<file path="src/rtl/brc_pkg.sv">
`timescale 1ns/1ps
package brc_pkg;

    typedef enum logic [2:0] {
        ST_RUN     = 3'd0,
        ST_HPEND   = 3'd1,
        ST_HALTED  = 3'd2,
        ST_DWAIT   = 3'd3,
        ST_GRANT   = 3'd4,
        ST_REFRESH = 3'd5
    } brc_state_e;

    typedef enum logic [1:0] {
        BS_RUN  = 2'b00,
        BS_INTR = 2'b01,
        BS_SYNC = 2'b10,
        BS_OFF  = 2'b11
    } bus_status_e;

    function automatic logic is_dma_path(input brc_state_e s);
        return (s == ST_DWAIT) || (s == ST_GRANT) || (s == ST_REFRESH);
    endfunction

endpackage

</file>
<file path="src/rtl/brc_arbiter.sv">
`timescale 1ns/1ps
module brc_arbiter
    import brc_pkg::*;
#(
    parameter int STEAL_PERIOD = 14,
    parameter int CNT_W        = $clog2(STEAL_PERIOD)
) (
    input  brc_state_e       state_q,
    input  logic [CNT_W-1:0] cnt_q,
    input  logic             halt_req,
    input  logic             dma_req,
    input  logic             instr_end,
    output brc_state_e       state_d,
    output logic [CNT_W-1:0] cnt_d
);
    localparam logic [CNT_W-1:0] LAST_GRANT = CNT_W'(STEAL_PERIOD - 1);

    always_comb begin
        state_d = state_q;
        cnt_d   = cnt_q;
        if (is_dma_path(state_q)) begin
            if (!dma_req) begin
                state_d = ST_RUN;
                cnt_d   = '0;
            end else begin
                unique case (state_q)
                    ST_DWAIT: begin
                        state_d = ST_GRANT;
                        cnt_d   = '0;
                    end
                    ST_GRANT: begin
                        if (cnt_q == LAST_GRANT) begin
                            state_d = ST_REFRESH;
                            cnt_d   = '0;
                        end else begin
                            cnt_d = cnt_q + 1'b1;
                        end
                    end
                    default: begin
                        state_d = ST_GRANT;
                        cnt_d   = '0;
                    end
                endcase
            end
        end else begin
            cnt_d = '0;
            if (dma_req) begin
                state_d = ST_DWAIT;
            end else if (halt_req) begin
                if (state_q == ST_HALTED || instr_end) state_d = ST_HALTED;
                else                                   state_d = ST_HPEND;
            end else begin
                state_d = ST_RUN;
            end
        end
    end
endmodule

</file>
<file path="src/rtl/brc_status_enc.sv">
`timescale 1ns/1ps
module brc_status_enc
    import brc_pkg::*;
(
    input  brc_state_e  state_d,
    input  logic        intr_busy,
    input  logic        sync_wait,
    output bus_status_e status_d
);
    always_comb begin
        unique case (state_d)
            ST_HALTED, ST_GRANT: status_d = BS_OFF;
            ST_REFRESH:          status_d = BS_RUN;
            default: begin
                if (intr_busy)      status_d = BS_INTR;
                else if (sync_wait) status_d = BS_SYNC;
                else                status_d = BS_RUN;
            end
        endcase
    end
endmodule

</file>
<file path="src/rtl/brc_drive.sv">
`timescale 1ns/1ps
module brc_drive
    import brc_pkg::*;
#(
    parameter int ADDR_W = 16
) (
    input  brc_state_e        state_d,
    input  logic              idle_cycle,
    input  logic [ADDR_W-1:0] core_addr,
    input  logic              core_rw,
    output logic              drive_d,
    output logic [ADDR_W-1:0] addr_d,
    output logic              rw_d,
    output logic              freeze_d,
    output logic              intblk_d
);
    always_comb begin
        drive_d  = !(state_d == ST_HALTED || state_d == ST_GRANT);
        freeze_d = (state_d == ST_DWAIT) || (state_d == ST_GRANT);
        intblk_d = (state_d == ST_HALTED);
        if (!drive_d || state_d == ST_REFRESH || idle_cycle) begin
            addr_d = '1;
            rw_d   = 1'b1;
        end else begin
            addr_d = core_addr;
            rw_d   = core_rw;
        end
    end
endmodule

</file>
<file path="src/rtl/bus_release_ctrl.sv">
`timescale 1ns/1ps
module bus_release_ctrl
    import brc_pkg::*;
#(
    parameter int ADDR_W       = 16,
    parameter int STEAL_PERIOD = 14
) (
    input  logic              clk,
    input  logic              rst_n,
    input  logic              halt_n,
    input  logic              dma_req_n,
    input  logic              instr_end,
    input  logic              idle_cycle,
    input  logic              intr_busy,
    input  logic              sync_wait,
    input  logic [ADDR_W-1:0] core_addr,
    input  logic              core_rw,
    output logic [ADDR_W-1:0] addr_out,
    output logic              rw_out,
    output logic              addr_oe,
    output logic              data_oe,
    output logic              rw_oe,
    output logic              clk_freeze,
    output logic              int_block,
    output logic              ba,
    output logic              bs
);
    localparam int CNT_W = (STEAL_PERIOD > 1) ? $clog2(STEAL_PERIOD) : 1;

    typedef struct packed {
        brc_state_e        state;
        logic [CNT_W-1:0]  cnt;
        bus_status_e       status;
        logic              drive;
        logic [ADDR_W-1:0] addr;
        logic              rw;
        logic              freeze;
        logic              intblk;
    } brc_regs_t;

    brc_regs_t r_q, r_d;

    brc_state_e        state_nx;
    logic [CNT_W-1:0]  cnt_nx;
    bus_status_e       status_nx;
    logic              drive_nx, rw_nx, freeze_nx, intblk_nx;
    logic [ADDR_W-1:0] addr_nx;

    brc_arbiter #(.STEAL_PERIOD(STEAL_PERIOD), .CNT_W(CNT_W)) u_arb (
        .state_q   (r_q.state),
        .cnt_q     (r_q.cnt),
        .halt_req  (!halt_n),
        .dma_req   (!dma_req_n),
        .instr_end (instr_end),
        .state_d   (state_nx),
        .cnt_d     (cnt_nx)
    );

    brc_status_enc u_stat (
        .state_d   (state_nx),
        .intr_busy (intr_busy),
        .sync_wait (sync_wait),
        .status_d  (status_nx)
    );

    brc_drive #(.ADDR_W(ADDR_W)) u_drv (
        .state_d    (state_nx),
        .idle_cycle (idle_cycle),
        .core_addr  (core_addr),
        .core_rw    (core_rw),
        .drive_d    (drive_nx),
        .addr_d     (addr_nx),
        .rw_d       (rw_nx),
        .freeze_d   (freeze_nx),
        .intblk_d   (intblk_nx)
    );

    always_comb begin
        r_d        = r_q;
        r_d.state  = state_nx;
        r_d.cnt    = cnt_nx;
        r_d.status = status_nx;
        r_d.drive  = drive_nx;
        r_d.addr   = addr_nx;
        r_d.rw     = rw_nx;
        r_d.freeze = freeze_nx;
        r_d.intblk = intblk_nx;
    end

    always_ff @(posedge clk) begin
        if (!rst_n) begin
            r_q.state  <= ST_RUN;
            r_q.cnt    <= '0;
            r_q.status <= BS_INTR;
            r_q.drive  <= 1'b1;
            r_q.addr   <= '1;
            r_q.rw     <= 1'b1;
            r_q.freeze <= 1'b0;
            r_q.intblk <= 1'b0;
        end else begin
            r_q <= r_d;
        end
    end

    assign addr_out   = r_q.addr;
    assign rw_out     = r_q.rw;
    assign addr_oe    = r_q.drive;
    assign data_oe    = r_q.drive;
    assign rw_oe      = r_q.drive;
    assign clk_freeze = r_q.freeze;
    assign int_block  = r_q.intblk;
    assign ba         = r_q.status[1];
    assign bs         = r_q.status[0];
endmodule

</file>
<file path="config.mk">
export PLATFORM = sky130hd
export DESIGN_NAME = bus_release_ctrl
export DESIGN_NICKNAME = d
export VERILOG_FILES = /design/src/rtl/brc_pkg.sv /design/src/rtl/brc_arbiter.sv /design/src/rtl/brc_status_enc.sv /design/src/rtl/brc_drive.sv /design/src/rtl/bus_release_ctrl.sv
export SDC_FILE = /design/constraint.sdc
export NUM_CORES = 1
export LEC_CHECK = 0
export BUFFER_PORTS_ARGS = -buffer_cell sky130_fd_sc_hd__buf_2
export CAP_MARGIN = 20
export CORE_MARGIN = 2
export CORE_UTILIZATION = 45
export DETAILED_ROUTE_END_ITERATION = 10
export HOLD_SLACK_MARGIN = 0.12
export PLACE_DENSITY = 0.81
export REMOVE_ABC_BUFFERS = 1
export SYNTH_ARGS = -nofsm -noshare
export SYNTH_HDL_FRONTEND = slang
export SYNTH_SLANG_ARGS = --single-unit
</file>
<file path="constraint.sdc">
create_clock -name clk -period 2.2 [get_ports clk]
set_clock_uncertainty 0.05 [all_clocks]
set_input_delay 0.11 -clock clk [delete_from_list [all_inputs] [get_ports clk]]
set_output_delay 0.11 -clock clk [all_outputs]
set_load 0.01 [all_outputs]
</file>
After elaboration in Yosys (flattened, before gate mapping)

Index checks and enable logic that the tools add are counted.

Add/sub/neg operators: 1
Multipliers: 0
Div/mod/pow operators: 0
Magnitude comparators: 0
Equal/unequal tests: 9
Shift-type cells: 0
Mux-type cells: 10
Bitwise gates (word level): 3
Reductions and logical operators: 11

Operators by type and width:

| cell                                                 | count |
|---|---|
| 2-to-1 mux 3 bit                                     | 5 |
| equality test 3 x 2 -> 1 bit (second input constant) | 4 |
| equality test 3 bit (second input constant)          | 4 |
| 2-to-1 mux 2 bit                                     | 4 |
| logical OR 1 bit                                     | 7 |
| OR reduction 5 bit                                   | 1 |
| adder 4 x 1 -> 4 bit (second input constant)         | 1 |
| equality test 4 bit (second input constant)          | 1 |
| one-hot mux 2 bit (2 select lines)                   | 1 |
| OR reduction 2 bit                                   | 2 |
| inverter 1 bit                                       | 3 |
| logical NOT 1 bit                                    | 1 |

Flip-flop bits (word level): 29
Bits in latches: 0
Memory bits (writable): 0
Memory bits (read-only): 0
Input port bits: 25
Output and inout bits: 24
Memories: 0

Logic depth before layout (Yosys ltp)

Gate-level depths: netlist (run 1).

Word-level depth: 11
Gate-level depth with buffers: 7
Mapped depth without buffers: 6

Cells and area by module

From an unflattened synthesis (run 1), not the netlist that was laid out.

Cells, all modules: 161
Area total of the unflattened synthesis: 1453.9 um^2

By module, submodules not included:

| module           | times used | cells an instance | area an instance (um^2) | sequential area each (um^2) |
|---|---|---|---|---|
| bus_release_ctrl | 1          | 81                | 928.4                   | 580.6 |
| brc_drive        | 1          | 46                | 294.0                   | 0.0 |
| brc_arbiter      | 1          | 28                | 186.4                   | 0.0 |
| brc_status_enc   | 1          | 6                 | 45.0                    | 0.0 |

Worst setup path after synthesis (run 1)

OpenSTA, ideal clock, no wires.

Path type: reg-to-reg
Start point: register r_q[22] (netlist bit)
End point: register r_q (netlist bit addr_out[10])
Setup time: 0.120 ns
Arrival time: 1.446 ns
Required time: 2.030 ns
Slack: 0.584 ns
Stages on the path, launching flop included: 7
Buffers on the path: 1
Period minus slack after synthesis: 1.616 ns
Cells stage by stage: dfxtp_1 > ha_1 > nand3_1 > a221oi_2 > o31ai_4 > buf_6 > or2_1

Cells in the longest elaborated chain, start to end: 10

Ends and longest elaborated chain:

| element                                                             | RTL line                | text |
|---|---|---|
| start, declared                                                     | bus_release_ctrl.sv:41  | `brc_regs_t r_q, r_d;` |
| start signal, assigned                                              | bus_release_ctrl.sv:101 | `r_q <= r_d;` |
| equality test 4 bit *                                               | brc_arbiter.sv:32       | `if (cnt_q == LAST_GRANT) begin` |
| 2-to-1 mux 3 bit *                                                  | brc_arbiter.sv:32       |  |
| 2-to-1 mux 3 bit *                                                  | brc_arbiter.sv:26       | `unique case (state_q)` |
| 2-to-1 mux 3 bit *                                                  | brc_arbiter.sv:22       | `if (!dma_req) begin` |
| 2-to-1 mux 3 bit *                                                  | brc_arbiter.sv:21       | `if (is_dma_path(state_q)) begin` |
| equality test 3 x 2 -> 1 bit or equality test 3 bit (tied branches) | brc_drive.sv:18         | `drive_d = !(state_d == ST_HALTED \|\| state_d == ST_GRANT);` |
| logical OR 1 bit                                                    | brc_drive.sv:18         |  |
| logical OR 1 bit * (2 in a row)                                     | brc_drive.sv:21         | `if (!drive_d \|\| state_d == ST_REFRESH \|\| idle_cycle) begin` |
| OR reduction 2 bit (no source line) *                               | --                      |  |

Every way passes the cells marked *; elsewhere a longest branch is shown, timed or not.
A chain may end at the register's enable or synchronous reset.

Worst setup path after layout (run 1)

Start point: register r_q[22] (netlist bit)
End point: register r_q (netlist bit addr_out[12])

The elaborated chain is that of the path after synthesis.

==> results of run 1 <==
flip-flops by register name, summed over array words and instances, names as in the netlist:
register and flops:
rw_out 1, clk_freeze 1, r_q 7, bs 1, ba 1, addr_oe 1
int_block 1, addr_out 16
worst min-delay path, stage by stage:
cell and delay, ns:
buf_2 0.13, o21ai_0 0.10, o2111a_1 0.13
kinds of logic (layout without fill, tap and decap cells):
family	count (synthesis)	in the layout	synth area share
simple gates	45	45	0.225
flops	29	29	0.477
buf+inv	25	80	0.146
compound gates	14	14	0.110
xor+xnor	3	3	0.0216
fa+ha+maj	2	2	0.0206
where the power goes:
part	switching, mW	internal, mW	total [mW]
sequential	0.0127	0.547	0.560
combinational	0.0615	0.0798	0.141
clock	0.185	0.120	0.305
total	0.259	0.747	1.01
synth_stat cells:
library cell	n	share of area
nand3_1	3	0.012
nand2_1	3	0.0092
nor2_1	4	0.012
o21a_1	2	0.012
nand3b_1	2	0.012
o21ai_0	3	0.012
o311ai_0	1	0.0072
a221oi_2	2	0.025
o311a_1	1	0.0082
clkbuf_1	1	0.0031
ha_1	2	0.021
buf_2	1	0.0041
or2_2	4	0.021
dfxtp_1	29	0.48
inv_2	1	0.0031
nor2b_2	1	0.0072
or2_1	13	0.067
xor2_1	2	0.014
and4b_1	1	0.0082
nand2b_1	5	0.026
nand4b_1	1	0.0072
a21oi_1	2	0.0082
a211oi_2	1	0.010
and2_1	2	0.010
o31ai_4	1	0.017
nor3_1	1	0.0041
buf_6	2	0.018
xnor2_1	1	0.0072
o2111a_1	1	0.0092
buf_4	18	0.11
nor2b_1	4	0.021
or4b_1	1	0.0082
inv_1	2	0.0062
metal layers:
layer  up-vias  routed length [um]  GRT usage  share of wire
li1        481                   -          -              -
met4         0                  14     0.0612         0.0057
met1       413                1070      0.198           0.43
met3         2                 211     0.0698          0.086
met2        44                1160      0.262           0.47
met5         -                   0          0              0
through the flow:
stage / instance area, sq um / cells / power [mW] / setup slack (ns) / util
after CTS: 1590 / 203 / 1.02 / 0.396 / 0.632
after floorplan: 1050 / 96 / 0.628 / 0.600 / -
after detailed placement: 1330 / 174 / 0.683 / 0.411 / 0.527
after global routing: 1590 / 203 / 1.06 / 0.274 / 0.632
final: 1590 / 203 / 1.01 / 0.390 / 0.632
after global placement: 1330 / 174 / 0.680 / 0.513 / 0.527
cell type report:
cell class / instances / area [sq um]
timing repair buffer: 69 / 450
clock buffer: 5 / 37.5
clock inverter: 3 / 17.5
sequential: 29 / 581
tap: 30 / 37.5
fill: 199 / 928
inverter: 3 / 11.3
multi-input combinational: 64 / 459
final timing paths:
check | to | slack, ns | start | cells past startpoint
worst min register to register | r_q[22] | 0.44 | r_q[22] | 1
worst min-delay path | r_q[27] | 0.15 | halt_n | 3
worst max register to register | addr_out[12] | 0.39 | r_q[22] | 5
worst max-delay path | addr_out[12] | 0.39 | r_q[22] | 5
==> flow_summary_export.csv, run 1 <==
group,metric,value,unit
grt,grt_max_degree,18,
yosys,ys_seq_area_frac,0.477,
hold_path,hp-class,"in -> reg",
grt,grt_pass1_vias,867,
clock_network,cts_tree,"yes",
critical_path,max_stage_delay,0.47,ns
yosys,postSynthAreaPerCell,10.3,sq um
route,drtPass1Iterations,4,
timing,final_hold_viol_count,0,
timing,fin_setup_tns,0,ns
clock_network,cts_resized,0,
layout,nets,199,
timing,period_minus_slack,1.81,ns
timing,tightest_slew,0.502,ns
route,drtIter0Drc,12,
clock_network,cts_max_level,2,
route,vias,940,
clock_network,cts_buffers,5,
timing,post-route-period-util,0.823,
critical_path,cp-end-kind,"flip-flop",
status,outcome,"finished, final reports clean",
clock_network,path_clk_slew,0.10,ns
yosys,yosysWarningCount,0,
floorplanning,rows,18,
timing,rsz0062_at_grt,"false",
clock_network,clockBufferDepth,2,
critical_path,crit_buf_inv,0,
floorplanning,ioPinCount,49,
run,maxCapViolations,0,
critical_path,worst_path_max_delay_cell,"a221oi_2",
placed_design,io_buffer_count,48,
layout,drive_above_1_share,0.382,
route,drcViolationCount,0,
timing,whs,0.145,ns
yosys,ys_types,33,
placed_design,gp_congestion,0.919,
clock_network,clkLatencyLatePin,0.32,ns
layout,antenna_cells,0,
critical_path,worst-path-max-fanout,17,
grt,grt-ovfl-total,0,
clock_network,root_buffer,"clkbuf_4",
critical_path,cp_cell_sequence,"ha_1 > nand3_1 > a221oi_2 > o31ai_4 > or2_2",
pwr,peakVddDrop,698,uV
timing,slew_violations,0,
placed_design,dp_hpwl,1.49,mm
timing,fmax,0.552,GHz
pwr,p_per_area,632,nW/um^2
route,wl,2.45,mm
critical_path,required,2.36,ns
route,wl_per_cell,12.1,um
timing,slew_headroom,0.665,
grt,antenna_found_initial,0,
layout,layout_commonest_cell,"buf_2",
grt,grt_pass1_wl,3.92,mm
clock_network,cts_sinks,29,
layout,area_growth,30.9,%
route,vias_per_cell,4.63,
clock_network,post_cts_buffers,0,
grt,track_usage,0.165,
floorplanning,fp.coreArea,2520,sq um
timing,setup_viol,0,
layout,layout.cells.most_common_list,"buf_2 (48), dfxtp_1 (29), dlygate4sd3_1 (21), or2_1 (13)",
yosys,synth_area,1220,sq um
yosys,synthCells,118,
floorplanning,die_y,56.0,um
floorplanning,dieArea,3140,sq um
floorplanning,start_util,0.483,
pwr,leakagePower,0.667,nW
critical_path,path_class,"reg -> reg",
yosys,synth_seq_cells,29,
critical_path,crit_arrival,1.97,ns
clock_network,hold_buffers,21,
floorplanning,dieWidth,56.0,um
critical_path,cp_top_family,"compound AO/OA/AOI/OAI gates",
route,ant_nets,0,
critical_path,start_kind,"flip-flop",
(Power assumes the default switching activity.)
==> run 2: changes to the inputs <==
==> constraint.sdc (replaced) <==
create_clock -name clk -period 1.7 [get_ports clk]
set_clock_uncertainty 0.05 [all_clocks]
set_input_delay 0.085 -clock clk [delete_from_list [all_inputs] [get_ports clk]]
set_output_delay 0.085 -clock clk [all_outputs]
set_load 0.01 [all_outputs]
==> run 2 against run 1 <==
Effect of this change:
- clock power rose by 59%
- critical path depth increased by 2
- setup slack got worse by 0.35 ns
- core utilization grew 6.8 points
- die area stayed put
- cell count increased by 3.9%
- flip-flop and latch count did not move
- largest cell class unchanged
- global-route usage rose by 1.5 points
==> flow_summary_export.csv, run 2 (synthesized netlist as in run 1, its figures left out) <==
group,metric,value,unit
timing,tightest_slew,0.372,ns
timing,setup_viol,0,
timing,period_minus_slack,1.66,ns
placed_design,io_buffer_count,48,
timing,post-route-period-util,0.974,
critical_path,worst-path-max-fanout,8,
grt,grt_pass1_wl,4.26,mm
grt,grt-ovfl-total,0,
floorplanning,start_util,0.483,
placed_design,dp_hpwl,1.52,mm
critical_path,worst_path_max_delay_cell,"a221oi_4",
placed_design,pre_cts_ws,0.0287,ns
timing,final_hold_viol_count,0,
timing,slew_headroom,0.752,
floorplanning,dieWidth,56.0,um
timing,fin_ws,0.0437,ns
grt,track_usage,0.180,
route,drcViolationCount,0,
hold_path,hold_start,"idle_cycle",
critical_path,rrSetupSlack,0.04,ns
layout,drive_above_1_share,0.436,
route,drtPass1Iterations,4,
critical_path,rr_endpoint,"addr_out[1]",
critical_path,path_class,"reg -> reg",
route,wl,2.87,mm
clock_network,cts_buffers,5,
clock_network,cts_max_level,2,
layout,layout_commonest_cell,"buf_2",
route,vias_per_cell,4.92,
floorplanning,ioPinCount,49,
placed_design,gp_congestion,0.793,
route,vias,1038,
layout,area_growth,45.0,%
layout,num-fill-cells,174,
clock_network,path_clk_slew,0.09,ns
route,ant_nets,0,
layout,layout.cells.most_common_list,"buf_2 (47), dfxtp_1 (25), dlygate4sd3_1 (24), or2_1 (13)",
pwr,p_per_area,810,nW/um^2
floorplanning,dieArea,3140,sq um
critical_path,r2r_start,"r_q[23]",
route,drtIter0Drc,24,
grt,grt_max_degree,18,
grt,grt_pass1_vias,995,
route,wl_per_cell,13.6,um
floorplanning,rows,18,
pwr,peakVddDrop,662,uV
hold_path,hp-class,"in -> reg",
critical_path,start_kind,"flip-flop",
critical_path,cp-end-kind,"flip-flop",
floorplanning,fp.coreArea,2520,sq um
hold_path,hold_depth,5,
timing,slew_violations,0,
critical_path,required,1.88,ns
floorplanning,die_y,56.0,um
clock_network,cts_sinks,29,
timing,fmax,0.604,GHz
hold_path,hold_end,"addr_out[4]",
clock_network,cts_tree,"yes",
placed_design,dpl_cell_area,1340,sq um
clock_network,clkLatencyLatePin,0.33,ns
pwr,leakagePower,0.720,nW
timing,fin_setup_tns,0,ns
run,maxCapViolations,0,
clock_network,root_buffer,"clkbuf_4",
status,outcome,"finished, final reports clean",
grt,antenna_found_initial,0,
critical_path,cp_cell_sequence,"inv_2 > ha_4 > nand3_4 > a221oi_4 > buf_6 > o31ai_4 > or2_1",
critical_path,reg2reg_depth,7,
pwr,power,1.43,mW
layout,antenna_cells,0,
critical_path,max_stage_delay,0.38,ns
layout,fin_util,0.700,
layout,design_area,1770,sq um
clock_network,clockBufferDepth,2,
critical_path,crit_arrival,1.84,ns
layout,largest_reg_flops,16,
layout,nets,207,
==> run 2: how the worst max path moves through the flow <==
stage                     startpoint      endpoint  slack, ns  cells past startpoint
after detailed placement     r_q[23]  addr_out[11]       0.03                      6
final                        r_q[23]   addr_out[1]       0.04                      7
after CTS                    r_q[27]  addr_out[12]      0.008                      4
after global placement       r_q[23]  addr_out[14]       0.09                      6
after global routing         r_q[23]   addr_out[1]      -0.02                      7
after floorplan              r_q[22]  addr_out[11]        0.1                      5
==> run 2: worst max-delay path, delay by kind of cell (launching register included) <==
kind / cells / cell delay, ns
AOI/OAI and AO/OA: 2 / 0.45
buffers and inverters: 2 / 0.23
DFF: 1 / 0.35
adders and majority gates: 1 / 0.13
and+or+nand+nor: 2 / 0.34
==> run 2: area by class of cell <==
cell class	count	area (sq um)	share of cell area
Clock inverter	1	5.00	0.00283
Tap cell	30	37.5	0.0213
Timing Repair Buffer	76	520	0.295
Sequential cell	29	586	0.332
Multi-Input combinational cell	65	541	0.306
Clock buffer	7	65.1	0.0369
Inverter	3	11.3	0.00638
==> run 2: metal layers <==
layer / routed length, um / track usage / vias up / share of wire
met5: 0 / 0 / - / 0
met3: 217 / 0.0837 / 7 / 0.076
met2: 1380 / 0.309 / 52 / 0.48
met1: 1210 / 0.191 / 481 / 0.42
li1: - / - / 498 / -
met4: 61 / 0.0714 / 0 / 0.021
==> run 2: where the power goes <==
part	leakage [nW]	internal, mW	total [mW]	switching [mW]
registers	0.240	0.709	0.729	0.0194
logic	0.439	0.122	0.219	0.0961
clock network	0.0413	0.239	0.484	0.244
==> run 2: per-stage QoR <==
step | std cells | hold slack [ns]
finish | 211 | 0.207
global route | 211 | 0.191
CTS | 208 | 0.197
detailed placement | 176 | 0.217
global placement | 176 | 0.218
floorplan | 96 | 0.0969
==> run 2: timing repair <==
item                       4_1_cts  5_1_grt
setup buffers                    0        2
gates resized for setup          0       19
setup endpoints to repair        0       20
hold endpoints to repair        25        0
hold buffers                    24        0
